## src/rtl/ivarb_pkg.sv

```systemverilog
package ivarb_pkg;
  localparam int NCH   = 2;
  localparam int VW    = 8;
  localparam int OPW   = 3;
  localparam int MODEW = 2;
  localparam int PBITS = 3;

  localparam logic [OPW-1:0] OP_CLR_TX  = 3'b101;
  localparam logic [OPW-1:0] OP_CLR_SVC = 3'b111;

  typedef struct packed {
    logic rx_pend;
    logic tx_pend;
    logic rx_svc;
    logic tx_svc;
    logic brk;
  } chan_st_t;

  typedef struct packed {
    chan_st_t        st;
    logic [VW-1:0]   vec;
  } ctx_t;

  function automatic logic [VW-1:0] vec_none(input logic hi);
    return hi ? 8'h60 : 8'h06;
  endfunction

  function automatic logic [VW-1:0] vec_rx(input logic is_b, input logic hi);
    if (is_b) return hi ? 8'h20 : 8'h04;
    return hi ? 8'h30 : 8'h0C;
  endfunction

  function automatic logic [VW-1:0] vec_tx(input logic is_b, input logic hi);
    if (is_b) return 8'h00;
    return hi ? 8'h10 : 8'h08;
  endfunction

  function automatic logic rx_mode_on(input logic [MODEW-1:0] m);
    return (m == 2'b01) || (m == 2'b10);
  endfunction

  function automatic ctx_t raise_rx(input ctx_t c, input logic is_b, input logic hi);
    ctx_t r = c;
    r.st.rx_pend = 1'b1;
    if (!r.st.tx_svc) begin
      r.st.rx_svc = 1'b1;
      r.vec       = vec_rx(is_b, hi);
    end
    return r;
  endfunction

  function automatic ctx_t raise_tx(input ctx_t c, input logic is_b, input logic hi);
    ctx_t r = c;
    r.st.tx_pend = 1'b1;
    if (!r.st.rx_svc) begin
      r.st.tx_svc = 1'b1;
      r.vec       = vec_tx(is_b, hi);
    end
    return r;
  endfunction

  function automatic ctx_t drop_rx(input ctx_t c, input logic is_b, input logic hi);
    ctx_t r = c;
    r.st.rx_pend = 1'b0;
    r.st.rx_svc  = 1'b0;
    r.vec        = vec_none(hi);
    if (r.st.tx_pend) r = raise_tx(r, is_b, hi);
    return r;
  endfunction

  function automatic ctx_t drop_tx(input ctx_t c, input logic is_b, input logic hi);
    ctx_t r = c;
    r.st.tx_pend = 1'b0;
    r.st.tx_svc  = 1'b0;
    r.vec        = vec_none(hi);
    if (r.st.rx_pend) r = raise_rx(r, is_b, hi);
    return r;
  endfunction

  function automatic logic [PBITS-1:0] pend_bits(input chan_st_t s);
    return {s.rx_pend, s.tx_pend, s.brk};
  endfunction
endpackage

```

## src/rtl/ivarb_req.sv

```systemverilog
module ivarb_req
  import ivarb_pkg::*;
(
  input  logic             rx_pend_i,
  input  logic             tx_pend_i,
  input  logic             brk_i,
  input  logic             tx_ie_i,
  input  logic [MODEW-1:0] rx_mode_i,
  input  logic             brk_ie_i,
  output logic             req_o
);
  always_comb begin
    req_o = (tx_ie_i && tx_pend_i) ||
            (rx_mode_on(rx_mode_i) && rx_pend_i) ||
            (brk_ie_i && brk_i);
  end
endmodule

```

## src/rtl/ivarb_step.sv

```systemverilog
module ivarb_step
  import ivarb_pkg::*;
#(
  parameter bit IS_B = 1'b0
)(
  input  chan_st_t        st_i,
  input  logic [VW-1:0]   vec_i,
  input  logic            hi_i,
  input  logic            rst_i,
  input  logic            cmd_vld_i,
  input  logic [OPW-1:0]  cmd_op_i,
  input  logic            rd_i,
  input  logic            wr_i,
  input  logic            rxb_i,
  input  logic            brk_i,
  output chan_st_t        st_o,
  output logic [VW-1:0]   vec_o
);
  ctx_t cx;

  // Events applied in fixed order: reset, command, read, write, receive, break
  always_comb begin
    cx.st  = st_i;
    cx.vec = vec_i;
    if (rst_i) begin
      cx.st = '0;
    end else begin
      if (cmd_vld_i) begin
        if (cmd_op_i == OP_CLR_TX) begin
          cx = drop_tx(cx, IS_B, hi_i);
        end else if (cmd_op_i == OP_CLR_SVC) begin
          if (cx.st.rx_svc)      cx = drop_rx(cx, IS_B, hi_i);
          else if (cx.st.tx_svc) cx = drop_tx(cx, IS_B, hi_i);
        end
      end
      if (rd_i)  cx = drop_rx(cx, IS_B, hi_i);
      if (wr_i)  cx = raise_tx(cx, IS_B, hi_i);
      if (rxb_i) cx = raise_rx(cx, IS_B, hi_i);
      if (brk_i) cx.st.brk = 1'b1;
    end
    st_o  = cx.st;
    vec_o = cx.vec;
  end
endmodule

```

## src/rtl/irq_vec_arbiter.sv

```systemverilog
module irq_vec_arbiter
  import ivarb_pkg::*;
(
  input  logic                 clk,
  input  logic                 rst_n,
  input  logic [NCH-1:0]       chan_rst_i,
  input  logic [NCH-1:0]       cmd_vld_i,
  input  logic [NCH*OPW-1:0]   cmd_op_i,
  input  logic [NCH-1:0]       data_rd_i,
  input  logic [NCH-1:0]       data_wr_i,
  input  logic [NCH-1:0]       rx_byte_i,
  input  logic [NCH-1:0]       brk_i,
  input  logic [NCH-1:0]       tx_ie_i,
  input  logic [NCH*MODEW-1:0] rx_mode_i,
  input  logic [NCH-1:0]       brk_ie_i,
  input  logic [NCH-1:0]       stat_hi_i,
  output logic                 irq_o,
  output logic [VW-1:0]        vec_o,
  output logic [VW-1:0]        pend_o,
  output logic [NCH-1:0]       brk_o
);
  localparam logic [VW-1:0] VEC_RST = vec_none(1'b0);

  chan_st_t [NCH-1:0] st_q;
  chan_st_t [NCH-1:0] st_d;
  logic [VW-1:0]      vec_q;
  logic [VW-1:0]      vchain [NCH+1];

  // Named internal events for the checker
  logic [NCH-1:0]     rx_svc_w;
  logic [NCH-1:0]     tx_svc_w;
  logic [NCH-1:0]     req_w;

  assign vchain[0] = vec_q;

  genvar c;
  generate
    for (c = 0; c < NCH; c++) begin : g_ch
      ivarb_step #(.IS_B(c != 0)) u_step (
        .st_i      (st_q[c]),
        .vec_i     (vchain[c]),
        .hi_i      (stat_hi_i[c]),
        .rst_i     (chan_rst_i[c]),
        .cmd_vld_i (cmd_vld_i[c]),
        .cmd_op_i  (cmd_op_i[c*OPW +: OPW]),
        .rd_i      (data_rd_i[c]),
        .wr_i      (data_wr_i[c]),
        .rxb_i     (rx_byte_i[c]),
        .brk_i     (brk_i[c]),
        .st_o      (st_d[c]),
        .vec_o     (vchain[c+1])
      );

      ivarb_req u_req (
        .rx_pend_i (st_q[c].rx_pend),
        .tx_pend_i (st_q[c].tx_pend),
        .brk_i     (st_q[c].brk),
        .tx_ie_i   (tx_ie_i[c]),
        .rx_mode_i (rx_mode_i[c*MODEW +: MODEW]),
        .brk_ie_i  (brk_ie_i[c]),
        .req_o     (req_w[c])
      );

      assign rx_svc_w[c] = st_q[c].rx_svc;
      assign tx_svc_w[c] = st_q[c].tx_svc;
      assign brk_o[c]    = st_q[c].brk;
    end
  endgenerate

  always_ff @(posedge clk) begin
    if (!rst_n) begin
      st_q  <= '0;
      vec_q <= VEC_RST;
    end else begin
      st_q  <= st_d;
      vec_q <= vchain[NCH];
    end
  end

  always_comb begin
    pend_o = '0;
    for (int i = 0; i < NCH; i++) begin
      pend_o[PBITS*(NCH-1-i) +: PBITS] = pend_bits(st_q[i]);
    end
  end

  assign irq_o = |req_w;
  assign vec_o = vec_q;
endmodule

```

## config.mk

```make
export PLATFORM = sky130hd
export DESIGN_NAME = irq_vec_arbiter
export DESIGN_NICKNAME = d
export VERILOG_FILES = /design/src/rtl/ivarb_pkg.sv /design/src/rtl/ivarb_req.sv /design/src/rtl/ivarb_step.sv /design/src/rtl/irq_vec_arbiter.sv
export SDC_FILE = /design/constraint.sdc
export NUM_CORES = 1
export LEC_CHECK = 0
export ABC_AREA = 0
export ABC_CLOCK_PERIOD_IN_PS = 3130
export BUFFER_PORTS_ARGS = -buffer_cell sky130_fd_sc_hd__buf_2
export CORE_UTILIZATION = 30
export DETAILED_ROUTE_END_ITERATION = 10
export PLACE_DENSITY = 0.53
export SYNTH_ARGS = -nofsm -noshare
export SYNTH_HDL_FRONTEND = slang
export SYNTH_HIERARCHICAL = 1
export SYNTH_SLANG_ARGS = --single-unit
```

## constraint.sdc

```tcl
create_clock -name clk -period 3.13 [get_ports clk]
set_clock_uncertainty 0.1 [all_clocks]
set_input_delay 0.313 -clock clk [delete_from_list [all_inputs] [get_ports clk]]
set_output_delay 0.313 -clock clk [all_outputs]
set_load 0.02 [all_outputs]
```

# [Yosys cells after proc, flatten, opt, wreduce, memory -nomap -nowiden]
# Cells that the tools add are included.
# W data, S select, Z words.
[classes] addsub=0 mul=0 div=0 n_lt_le_gt_ge=0 eq_ne=8 n_shift=0 n_mux=80 bitwise=1 reduce_logical=15
[ops] cell="$mux W13" count=24
[ops] cell="$mux W8" count=12
[ops] cell="$mux W12" count=6
[ops] cell="$mux W1" count=31
[ops] cell="$mux W6" count=3
[ops] cell="$mux W7" count=2
[ops] cell="$eq A3 B3 Y1 const B" count=4
[ops] cell="$mux W5" count=2
[ops] cell="$logic_and A1 B1 Y1" count=6
[ops] cell="$logic_or A1 B1 Y1" count=6
[ops] cell="$reduce_or A2 Y1" count=3
[ops] cell="$eq A2 B1 Y1 const B" count=2
[ops] cell="$eq A2 B2 Y1 const B" count=2
[ops] cell="$not A1 Y1" count=1
[totals] ff_bits=18 latch_bits=0 mem_bits_rw=0 rom_bits=0 inputBits=30 out_inout_bits=19 wordCells=115 memories=0

# [Longest topological paths before layout]
# Gate-level depths: netlist (run 1).
[logic_depth] word_depth=44 mapped_depth=10 mapped_depth_nobuf=9

# [By module]
# The synthesis (run 1) kept the hierarchy.
[by_module_without_submodules] mod="ivarb_step (g_ch[0].u_step)" n_inst=1 cells_per_inst=101 area_per_inst_um2=698.2 seq_area_each_um2=0.0
[by_module_without_submodules] mod="irq_vec_arbiter" n_inst=1 cells_per_inst=57 area_per_inst_um2=644.4 seq_area_each_um2=360.3
[by_module_without_submodules] mod="ivarb_step (g_ch[1].u_step)" n_inst=1 cells_per_inst=75 area_per_inst_um2=514.2 seq_area_each_um2=0.0
[by_module_without_submodules] mod="ivarb_req" n_inst=2 cells_per_inst=4 area_per_inst_um2=25.0 seq_area_each_um2=0.0

# [Worst setup path before layout (run 1)]
# Ideal clock, no wire load.
[synth_path] path_type="register to register" from="reg st_q (netlist bit rx_svc_w[0])" to="reg vec_q[6], in the netlist vec_o[6]" setup_ns=0.059 t_arrival_ns=2.020 t_required_ns=2.971 setup_slack_ns=0.952 path_stages_with_launch=11 path_buffers=1 period_less_slack_ns=2.178 path_cell_list="dfxtp_1 > buf_6 > nand2b_1 > o211ai_2 > a21oi_2 > or3_2 > o2bb2ai_1 > a21oi_1 > a22oi_1 > a32o_1 > and2_1"
[synth_rtl] item="start, declared" line="irq_vec_arbiter.sv:24" source="chan_st_t [NCH-1:0] st_q;"
[synth_rtl] item="start signal, assigned" line="irq_vec_arbiter.sv:75" source="st_q <= st_d;"
[synth_rtl] item="end signal, assigned" line="irq_vec_arbiter.sv:76" source="vec_q <= vchain[NCH];"
[synth_rtl] item="end, declared" line="irq_vec_arbiter.sv:26" source="logic [VW-1:0] vec_q;"

==> results.md, run 1 <==
* FF+latch count, synth at 18
* Tightest Hold Check Type: primary input to flip-flop
* Mapped Cells at 241
* Initial DRC Count at 153
* GR Overflow Total at 0
* Ys Warns at 6
* GR Util met2 at 0.212
* Post-synth EDFFs at 0
* Worst-skew pair later-pin latency at 0.26 ns
* WL/cell at 14.9 um
* Vias per cell at around 5.3
* Cell Chain, Critical Path: and2b_1 -> o21ai_1 -> a21boi_2 -> o41ai_2 -> o2bb2ai_1 -> a21oi_1 -> a22oi_1 -> a32o_1 -> and2_1
* Placed inst area at 1990 um2
* Core area at 6030 um2
* Worst Path Required at about 3.2 ns
* Clock period minus worst slack at 2.55 ns
* Place WS at 0.583 ns
* Die width at 81.7 um
* Die Ht at 81.7 um
* WP data arrival at 2.66 ns
* Crit. Startpoint: rx_svc_w[0]
* Final Cell Area at 2050 um2
* H-tree levels at 1
* Synthesis-to-layout area growth at 7.35%
* Antenna Nets Post-Route at 0
* # hold bufs at CTS at 0
* Antenna diodes at 0
* Buffers on Ports at 46
* Pin count of the biggest net entering global routing at 19
* CTS tree: done
* CP Class: flip-flop to flip-flop
* Nets@finish at 293
* RSZ-0062 raised after global routing: false
* Gr busiest metal: met1
* CTS Sinks at 18
* Tot GR Track Use at 0.152
* Gp weighted congestion at 0.838
* Number of global-route vias before repair at 1548
* FF-to-FF path depth at 9
* CTS root buf: clkbuf_8
* Postcts setup bufs at 0
* Top-Level Pins at between 40 and 50
* Fin crit share at 0.816
* Site Rows at 28
* Global-route wire length before repair at between 7000 and 8000 um
* Placed cell count at 333
* CP Launch Type: flip-flop
* CP max FO at 11
* Final Hold Viols at 0
* Die area at around 6700 um2
* PD cells at roughly 330 nW/um2
* Critical path capture point: vec_o[6]
* Setup crit end kind: flip-flop
* Post_cts resized at 0
* Max Fclk at 391 MHz
* Final core occ at 0.340
* Count of pins over their slew limit at 0
* Final setup viols at 0
* Layout cells sized above 1 at 0.344
* Non-Filler Instances at around 340
* Setup TNS at 0 ns
* Clk slew on worst S/H paths at 0.08 ns
* Largest stage delay on the critical path at 0.54 ns
* Synth unique cells at 70
* Met3 usage at 0.0289
* Leak at 0.847 nW
* Crit path max-delay cell type: dfxtp_1
* Via count at 1799
* Outcome: complete, no violations
* Residual DRC at 0
* DRT Wirelength at 5010 um
* HPWL after DPL at roughly 3800 um
* Max Cap Viol at 0
* Longest Clk Path Bufs at 2
* DRT Pass-1 Iters at 4
* Initial Utilization at 0.316
* Antenna violations before repair at 0
* Internal reg-to-reg setup slack at 0.58 ns
* Async set or reset register ratio after synthesis at 0
* Synthesized area at ~1900 um2
* Reg-to-reg endpoint: vec_o[6]
* Total power at 0.665 mW
* Worst hold slack at 0.281 ns
* Final worst slack at 0.575 ns
* VDD IR max at roughly 0.15 mV
* Syn Area/Cell at 7.91 um2
* Main synth FF type: dfxtp_1
* CTS Buf Count at 3
* Sequential area share after synthesis at 0.189
* Reg2reg start: rx_svc_w[0]
* Met1 Resource Use GR at 0.235
cells in the final DEF, fill, tap and decap left out, types with 4 or more instances in the layout:
cell,netlist,final
clkbuf_8,3,4
a32o_1,4,4
dfxtp_1,18,18
o31ai_1,4,4
nor2_1,17,17
a21oi_1,23,23
and2_2,12,12
nor2b_1,6,6
nand3_1,5,5
buf_2,1,46
and2_1,5,5
a31oi_1,4,4
nand2b_1,7,7
o21ai_0,10,10
a22oi_1,6,6
inv_1,13,13
nand2_1,11,11
area by class of cell:
| type | instances | area [um2] |
|---|---|---|
| Timing Repair Buffer | 46 | 230 |
| Clock buffer | 4 | 55.1 |
| Fill cell | 658 | 3980 |
| Sequential cell | 18 | 360 |
| Tap cell | 75 | 93.8 |
| Inverter | 13 | 48.8 |
| Multi-Input combinational cell | 181 | 1260 |
synth_stat cells (2+ instances only):
cell / n / share of area
a21oi_1: 23 / 0.060
buf_4: 20 / 0.079
dfxtp_1: 18 / 0.19
nor2_1: 17 / 0.033
inv_1: 13 / 0.026
and2_2: 12 / 0.047
nand2_1: 11 / 0.022
o21ai_0: 10 / 0.026
nand2b_1: 7 / 0.023
a22oi_1: 6 / 0.024
nor2b_1: 6 / 0.020
and2_1: 5 / 0.016
nand3_1: 5 / 0.013
a31oi_1: 4 / 0.013
a32o_1: 4 / 0.021
o31ai_1: 4 / 0.016
a21o_1: 3 / 0.012
and3_2: 3 / 0.012
buf_6: 3 / 0.018
clkbuf_8: 3 / 0.022
o21ai_1: 3 / 0.0079
or2_2: 3 / 0.0098
a211o_1: 2 / 0.0092
a211oi_1: 2 / 0.0079
a21oi_2: 2 / 0.0092
clkbuf_1: 2 / 0.0039
mux2i_1: 2 / 0.010
nand3b_1: 2 / 0.0079
nand4_1: 2 / 0.0066
nor4_1: 2 / 0.0066
o22a_1: 2 / 0.0092
xnor2_1: 2 / 0.0092
report_power, final:
group | leakage, nW | internal [mW] | switching, mW | total, mW
clock network | 0.0288 | 0.112 | 0.0898 | 0.202
logic | 0.670 | 0.0852 | 0.122 | 0.207
registers | 0.148 | 0.240 | 0.0167 | 0.256
worst min-delay path by stage:
| stage | end | slack (ns) | from | cells after the start |
|---|---|---|---|---|
| after floorplan | vec_o[1] | 0.29 | rst_n | 1 |
| after detailed placement | brk_o[0] | 0.52 | brk_o[0] | 3 |
| after global placement | brk_o[0] | 0.51 | brk_o[0] | 3 |
| after CTS | brk_o[0] | 0.28 | brk_i[0] | 4 |
| final | brk_o[1] | 0.28 | brk_i[1] | 4 |
| after global routing | vec_o[2] | 0.30 | rst_n | 2 |
worst max-delay path: cells and delay by family, from the launching register on:
| family | cells | cell delay (ns) |
|---|---|---|
| compound gates | 7 | 1.51 |
| simple gates | 2 | 0.36 |
| flops | 1 | 0.54 |
flip-flops by register name (all words and copies together), names as in the netlist:
register  flops
vec_o         8
pend_o        4
brk_o         2
rx_svc_w      2
st_q          2
kinds of logic after synthesis:
family,count (synthesis),synth area share
xor gates and xnor gates,2,0.00919
muxes,2,0.0105
buffers and inverters,43,0.153
and+or+nand+nor,86,0.266
DFF,18,0.189
other,1,0.00197
AOI/OAI and AO/OA,89,0.371
metal layers:
layer	vias up	wire [um]
li1	911	-
met1	826	2440
met2	58	2210
met3	4	324
met4	0	36
met5	-	0
Note: power is estimated with default switching activity, not from simulation.
==> run 2: changes to the inputs <==
--- a/config.mk
+++ b/config.mk
@@ -5,8 +5,8 @@
 export SDC_FILE = /design/constraint.sdc
 export NUM_CORES = 1
 export LEC_CHECK = 0
-export ABC_AREA = 0
-export ABC_CLOCK_PERIOD_IN_PS = 3130
+export ABC_AREA = 1
+export ABC_CLOCK_PERIOD_IN_PS = 2550
 export BUFFER_PORTS_ARGS = -buffer_cell sky130_fd_sc_hd__buf_2
 export CORE_UTILIZATION = 30
 export DETAILED_ROUTE_END_ITERATION = 10
==> constraint.sdc (replaced) <==
create_clock -name clk -period 2.55 [get_ports clk]
set_clock_uncertainty 0.1 [all_clocks]
set_input_delay 0.255 -clock clk [delete_from_list [all_inputs] [get_ports clk]]
set_output_delay 0.255 -clock clk [all_outputs]
set_load 0.02 [all_outputs]
==> run 2 against run 1 <==
Net effect: clock power is essentially flat; sequential power grew 23%; worst setup slack lost 0.27 ns; design area grew 9.5%; first-iteration DRC count shrank 22%; non-clock buffer count grew 3; register-to-register slack lost 0.27 ns; utilization grew 0.36 points; area after synthesis grew 9.0%; critical path type unchanged.
==> results.md, run 2 <==
* Outcome: complete, no violations
* Switch share at 0.376 (+0.0324)
* Internal Pwr Total at 0.501 mW (+15%)
* Clock period minus worst slack at 2.25 ns (-0.307 ns)
* VDD IR max at 0.287 mV (+94%)
* Top-Level Pins at 49 (unchanged)
* Power share of the clock group at 0.249 (-0.054)
* Antenna diodes at 0 (unchanged)
* Antenna Nets Post-Route at 0 (unchanged)
* CTS tree: done
* Layout cells sized above 1 at 0.204 (-0.139)
* Initial Utilization at 0.318 (+0.00175)
* Main synth FF type: dfxtp_1
* CTS Sinks at 18 (unchanged)
* Mapped Cells at 370 (+54%)
* Max Cap Viol at 0 (unchanged)
* Total power at 0.802 mW (+21%)
* Uppermost routed layer: met4
* CTS root buf: clkbuf_8
* Die Ht at 85.2 um (+4.3%)
* Vias per cell at 4.74 (-11%)
* Pin count of the biggest net entering global routing at 19 (unchanged)
* Worst Path Required at 2.66 ns (-0.58 ns)
* Initial DRC Count at 119 (-22%)
* Leak at 1.31 nW (+55%)
* Die area at 7260 um2 (+8.8%)
* Detail Route met3 WL at 238 um (-27%)
* WL met1 at 2570 um (+5.6%)
* Max reg flops at 8 (unchanged)
* Metal2 WL at 2490 um (+13%)
* PD cells at 358 nW/um2 (+10%)
* Tightest Hold Check Type: primary input to flip-flop
* CP Class: flip-flop to flip-flop
* Setup crit end kind: flip-flop
* Core area at 6530 um2 (+8.4%)
* Synthesized area at 2080 um2 (+9.0%)
* Cell with the most instances after synthesis: nand2_1
* CP Launch Type: flip-flop
* Via count at 2249 (+25%)
* Top cells by area, synth: nand2_1, dfxtp_1, inv_1
* Buffers on Ports at 46 (unchanged)
* Number of global-route vias before repair at 2000 (+29%)
* Multi-input combinational cell area at 1240 um2 (-1.7%)
* Synth unique cells at 31 (-56%)
* WP data arrival at 2.36 ns (-0.30 ns)
* CP max FO at 11 (unchanged)
* CTS Buf Count at 3 (unchanged)
* Worst-skew pair later-pin latency at 0.26 ns (about the same)
* Antenna violations before repair at 0 (unchanged)
* Clk slew on worst S/H paths at 0.07 ns (about the same)
* Site Rows at 29 (+3.6%)
* Post-synth EDFFs at 0 (unchanged)
* Top cell type's share of synthesized area at 0.204 (+0.0151)
* Most common cell after layout, fill and taps aside: nand2_1
* Global-route wire length before repair at 8950 um (+14%)
* Fin crit share at 0.882 (+0.0654)
* Yosys top cell by area: nand2_1
* HPWL after DPL at 4250 um (+13%)
* Syn Area/Cell at 5.62 um2 (-29%)
* Final setup viols at 0 (unchanged)
* FF+latch count, synth at 18 (unchanged)
* Sw Pwr at 0.301 mW (+32%)
* Ys Warns at 6 (unchanged)
* Sequential share of power at 0.393 (+0.008)
* Max Fclk at 445 MHz (+14%)
* Final Cell Area at 2240 um2 (+9.5%)
* GR Overflow Total at 0 (unchanged)
* Longest Clk Path Bufs at 2 (unchanged)
* Residual DRC at 0 (unchanged)
* Setup TNS at 0 ns (unchanged)
* Nets@finish at 429 (+46%)
* Sequential area share after synthesis at 0.173 (-0.0156)
* DRT Wirelength at 5330 um (+6.4%)
* Placed inst area at 2190 um2 (+10%)
* Final Hold Viols at 0 (unchanged)
* Tot GR Track Use at 0.151 (-0.00119)
* Synthesis-to-layout area growth at 7.89%
* H-tree levels at 1 (unchanged)
* Gp weighted congestion at 0.933 (+11%)
* FF+latch area at 362 um2 (+0.35%)
* Die width at 85.2 um (+4.3%)
* Combinational fraction of design power at 0.359 (+0.048)
* WL/cell at 11.2 um (-24%)
* DRT Pass-1 Iters at 4 (unchanged)
* Commonest cells in the netlist: nand2_1, inv_1, nor2_1
* Count of pins over their slew limit at 0 (unchanged)
* Most frequent cells in the layout: nand2_1, inv_1, buf_2
* Async set or reset register ratio after synthesis at 0 (unchanged)
* RSZ-0062 raised after global routing: false
* Fill count at 763 (+16%)
-- run 2: cell count changes in the layout (fill, tap and decap cells not counted), sizes merged, moves of 6 or more --
cell / change
nor2b: -6
nand2: +109
a22oi: -7
inv: +53
nand2b: -7
nand3: +35
nor2: +28
and2: -18
-- run 2: cell families after synthesis --
logic type,synth area share
simple gates,0.473
other cells,0.00180
buf+inv,0.235
flops,0.173
compound gates,0.117
-- run 2: path summary, 6_finish.rpt --
| path | end | slack [ns] | from | cells after the start |
|---|---|---|---|---|
| max | vec_o[6] | 0.30 | pend_o[4] | 16 |
| min | brk_o[1] | 0.21 | brk_i[1] | 5 |
| max reg2reg | vec_o[6] | 0.30 | pend_o[4] | 16 |
| min reg2reg | brk_o[0] | 0.48 | brk_o[0] | 4 |
-- run 2: routing by layer --
metal | vias to the layer above | GRT usage
li1 | 1177 | -
met1 | 997 | 0.204
met2 | 71 | 0.254
met3 | 4 | 0.0224
met4 | 0 | 0.0293
met5 | - | 0
-- run 2: cell type report --
class | instances | share of cell area
Sequential cell | 18 | 0.161
Timing Repair Buffer | 49 | 0.113
Inverter | 67 | 0.113
Tap cell | 77 | 0.0430
Multi-Input combinational cell | 260 | 0.552
Clock buffer | 3 | 0.0184
-- run 2: power by group through the flow --
stage,Clock (mW),Sequential [mW],Combinational (mW)
after detailed placement,0,0.321,0.286
after floorplan,0,0.315,0.235
after CTS,0.208,0.315,0.287
after global placement,0,0.322,0.288
final,0.199,0.315,0.288
after global routing,0.222,0.317,0.326
-- run 2: worst max-delay path, stage by stage (launching register included) --
cell and delay, ns:
dfxtp_1 0.63, nand2_1 0.10, nand2_1 0.12, a21oi_4 0.08
nand4_4 0.14, nand2_2 0.07, o21ai_0 0.18, inv_1 0.10
a21oi_1 0.15, o21ai_0 0.09, nand2_1 0.06, nand2_1 0.05
nand2_1 0.05, nand2_1 0.05, o22ai_1 0.11, nand2_1 0.07
inv_1 0.06
-- run 2: through the flow --
stage | util | setup slack (ns) | cells | hold slack (ns)
2_1_floorplan | - | 0.574 | 371 | 0.362
3_3_place_gp | 0.336 | 0.224 | 471 | 0.465
3_5_place_dp | 0.336 | 0.193 | 471 | 0.466
4_1_cts | 0.342 | 0.282 | 474 | 0.206
5_1_grt | 0.343 | 0.0106 | 474 | 0.252
6_report | 0.343 | 0.302 | 474 | 0.213
-- run 2: repair_timing --
action	CTS	global route
buffers inserted	0	0
endpoints found under the setup margin	0	2
hold buffers	0	0
gates resized for setup	0	2
==> run 3: changes to the inputs <==
--- a/config.mk
+++ b/config.mk
@@ -7,10 +7,10 @@
 export LEC_CHECK = 0
 export ABC_AREA = 1
 export ABC_CLOCK_PERIOD_IN_PS = 2550
-export BUFFER_PORTS_ARGS = -buffer_cell sky130_fd_sc_hd__buf_2
 export CORE_UTILIZATION = 30
 export DETAILED_ROUTE_END_ITERATION = 10
-export PLACE_DENSITY = 0.53
+export DONT_BUFFER_PORTS = 1
+export PLACE_DENSITY = 0.47
 export SYNTH_ARGS = -nofsm -noshare
 export SYNTH_HDL_FRONTEND = slang
 export SYNTH_HIERARCHICAL = 1
==> run 3 against run 2 <==
Net effect: first-iteration DRC count shrank 6.7%; total power shrank 6.0%; die area is the same; design area shrank 9.7%; maximum frequency grew 2.5%; combinational power shrank 24%; critical endpoint unchanged; via count shrank 9.9%; global-route usage grew 0.12 points; clock power grew 3%; non-clock buffer count shrank 45; worst setup slack gained 0.055 ns; critical path type unchanged.
==> results.md, run 3 (synthesized netlist as in run 2, its figures left out) <==
* VDD IR max at 0.209 mV (-27%)
* Final worst slack at 0.357 ns (+0.0555 ns)
* Leak at 1.12 nW (-15%)
* Initial DRC Count at 111 (-6.7%)
* FF-to-FF path depth at 19 (+3)
* Final setup viols at 0 (unchanged)
* Slew margin rel. at 0.560
* Synthesis-to-layout area growth at -2.59%
* CTS Sinks at 18 (unchanged)
* Clock period minus worst slack at 2.19 ns (-0.0555 ns)
* Setup TNS at 0 ns (unchanged)
* Total power at 0.754 mW (-6.0%)
* Fin crit share at 0.860 (-0.0218)
* Antenna diodes at 0 (unchanged)
* Global-route wire length before repair at 8910 um (-0.39%)
* Max reg flops at 8 (unchanged)
* Most common cell after layout, fill and taps aside: nand2_1
* Gp weighted congestion at 0.850 (-8.9%)
* Setup crit end kind: flip-flop
* Tightest Hold Check Type: primary input to flip-flop
* Worst Path Required at 2.66 ns (about the same)
* Antenna violations before repair at 0 (unchanged)
* Layout cells sized above 1 at 0.105 (-0.0989)
* Nets@finish at 384 (-10%)
* RSZ-0062 raised after global routing: false
* Site Rows at 29 (unchanged)
* Crit. path cell count at 19 (+3)
* Crit path max-delay cell type: dfxtp_2
* Actual slew at the worst max-slew pin at 0.657 ns
* PD cells at 372 nW/um2 (+4.1%)
* Max Cap Viol at 0 (unchanged)
* Placed inst area at 1960 um2 (-10%)
* Outcome: complete, no violations
* DRT Pass-1 Iters at 4 (unchanged)
* CTS tree: done
* DRT Wirelength at 5270 um (-1.1%)
* Max Fclk at 456 MHz (+2.5%)
* Count of pins over their slew limit at 0 (unchanged)
* Longest Clk Path Bufs at 2 (unchanged)
* CTS Buf Count at 3 (unchanged)
* Most frequent cells in the layout: nand2_1, inv_1, nor2_1
* Cell Chain, Critical Path: inv_2 -> nor2_1 -> nor2_1 -> nand2_1 -> nand2_2 -> nand2_4 -> nand4_4 -> nand2_2 -> o21ai_1 -> inv_1 -> a21oi_1 -> o21ai_0 -> nand2_1 -> nand2_1 -> nand2_1 -> nand2_1 -> o22ai_1 -> nand2_1 -> inv_1
* CP max FO at 9 (-2)
* Most frequent CP cell: nand2_1
* HPWL after DPL at 4250 um (about the same)
* Final Cell Area at 2020 um2 (-9.7%)
* Non-Filler Instances at 429 (-9.5%)
* Buffers on Ports at 0 (-100%)
* Pin count of the biggest net entering global routing at 19 (unchanged)
* Via count at 2027 (-9.9%)
* CP Buf/Inv Count at 3 (+1)
* CP Class: flip-flop to flip-flop
* CTS root buf: clkbuf_8
* Residual DRC at 0 (unchanged)
* Placed cell count at 425 (-9.8%)
* H-tree levels at 1 (unchanged)
* Die Ht at 85.2 um (unchanged)
* WP data arrival at 2.30 ns (-0.06 ns)
* Final Hold Viols at 0 (unchanged)
* GR Overflow Total at 0 (unchanged)
* Hold Path Depth at 3 (-2)
* Antenna Nets Post-Route at 0 (unchanged)
* Top-Level Pins at 49 (unchanged)
* Initial Utilization at 0.318 (unchanged)
* Vias per cell at 4.72 (-0.42%)
* Number of global-route vias before repair at 1891 (-5.5%)
* Die area at 7260 um2 (unchanged)
* Clk slew on worst S/H paths at 0.08 ns (about the same)
* CP Launch Type: flip-flop
* Crit path max-delay family: simple AND/OR/NAND/NOR gates
* Core area at 6530 um2 (unchanged)
* Place WS at 0.234 ns (+0.0409 ns)
* Tot GR Track Use at 0.152 (+0.00123)
* Die width at 85.2 um (unchanged)
* Largest stage delay on the critical path at 0.36 ns (-0.27 ns)
* Worst-skew pair later-pin latency at 0.26 ns (about the same)
* WL/cell at 12.3 um (+9.3%)
run 3: changes by cell type in the layout (fill, tap and decap cells not counted), sizes merged:
cell / delta
buf: -46
dlygate4sd3: +1
run 3: metal layers:
metal / global-route usage / wire [um] / vias to the layer above / share of wire
met5: 0 / 0 / - / 0
met1: 0.206 / 2490 / 867 / 0.47
met3: 0.0321 / 332 / 4 / 0.063
met2: 0.249 / 2410 / 60 / 0.46
met4: 0.0293 / 36 / 0 / 0.0068
li1: - / - / 1096 / -
run 3: worst paths after layout:
check                startpoint         to  slack (ns)
setup reg to reg    rx_svc_w[0]   vec_o[6]        0.36
hold / removal    chan_rst_i[0]  pend_o[4]        0.03
setup / recovery    rx_svc_w[0]   vec_o[6]        0.36
hold reg to reg       pend_o[5]  pend_o[5]        0.59
run 3: worst min-delay path: cells and delay by family:
kind / cells / cell delay, ns
AND/OR/NAND/NOR: 1 / 0.05
buffers and inverters: 1 / 0.03
AO/OA/AOI/OAI: 1 / 0.02
run 3: what timing repair did:
item | in CTS | in global routing
buffers inserted | 0 | 0
resized for setup | 0 | 6
setup endpoints to repair | 0 | 1
endpoints found under the hold margin | 18 | 0
hold buffers | 1 | 0
run 3: where the power goes:
| group | internal, mW | leakage [nW] | switching [mW] | total (mW) |
|---|---|---|---|---|
| logic | 0.0768 | 0.946 | 0.142 | 0.219 |
| clock network | 0.105 | 0.0216 | 0.0990 | 0.204 |
| registers | 0.296 | 0.149 | 0.0345 | 0.331 |
run 3: stage by stage:
stage | utilization | hold slack [ns]
2_1_floorplan | - | 0.362
3_5_place_dp | 0.301 | 0.230
6_report | 0.310 | 0.0325
4_1_cts | 0.309 | 0.0308
5_1_grt | 0.310 | 0.0330
3_3_place_gp | 0.301 | 0.229
run 3: layout make-up:
type	count	area, um2
fill	754	4510
multi-input combinational	260	1240
sequential	18	364
inverter	67	253
tap	77	96.3
clock buffer	3	41.3
timing repair buffer	4	32.5
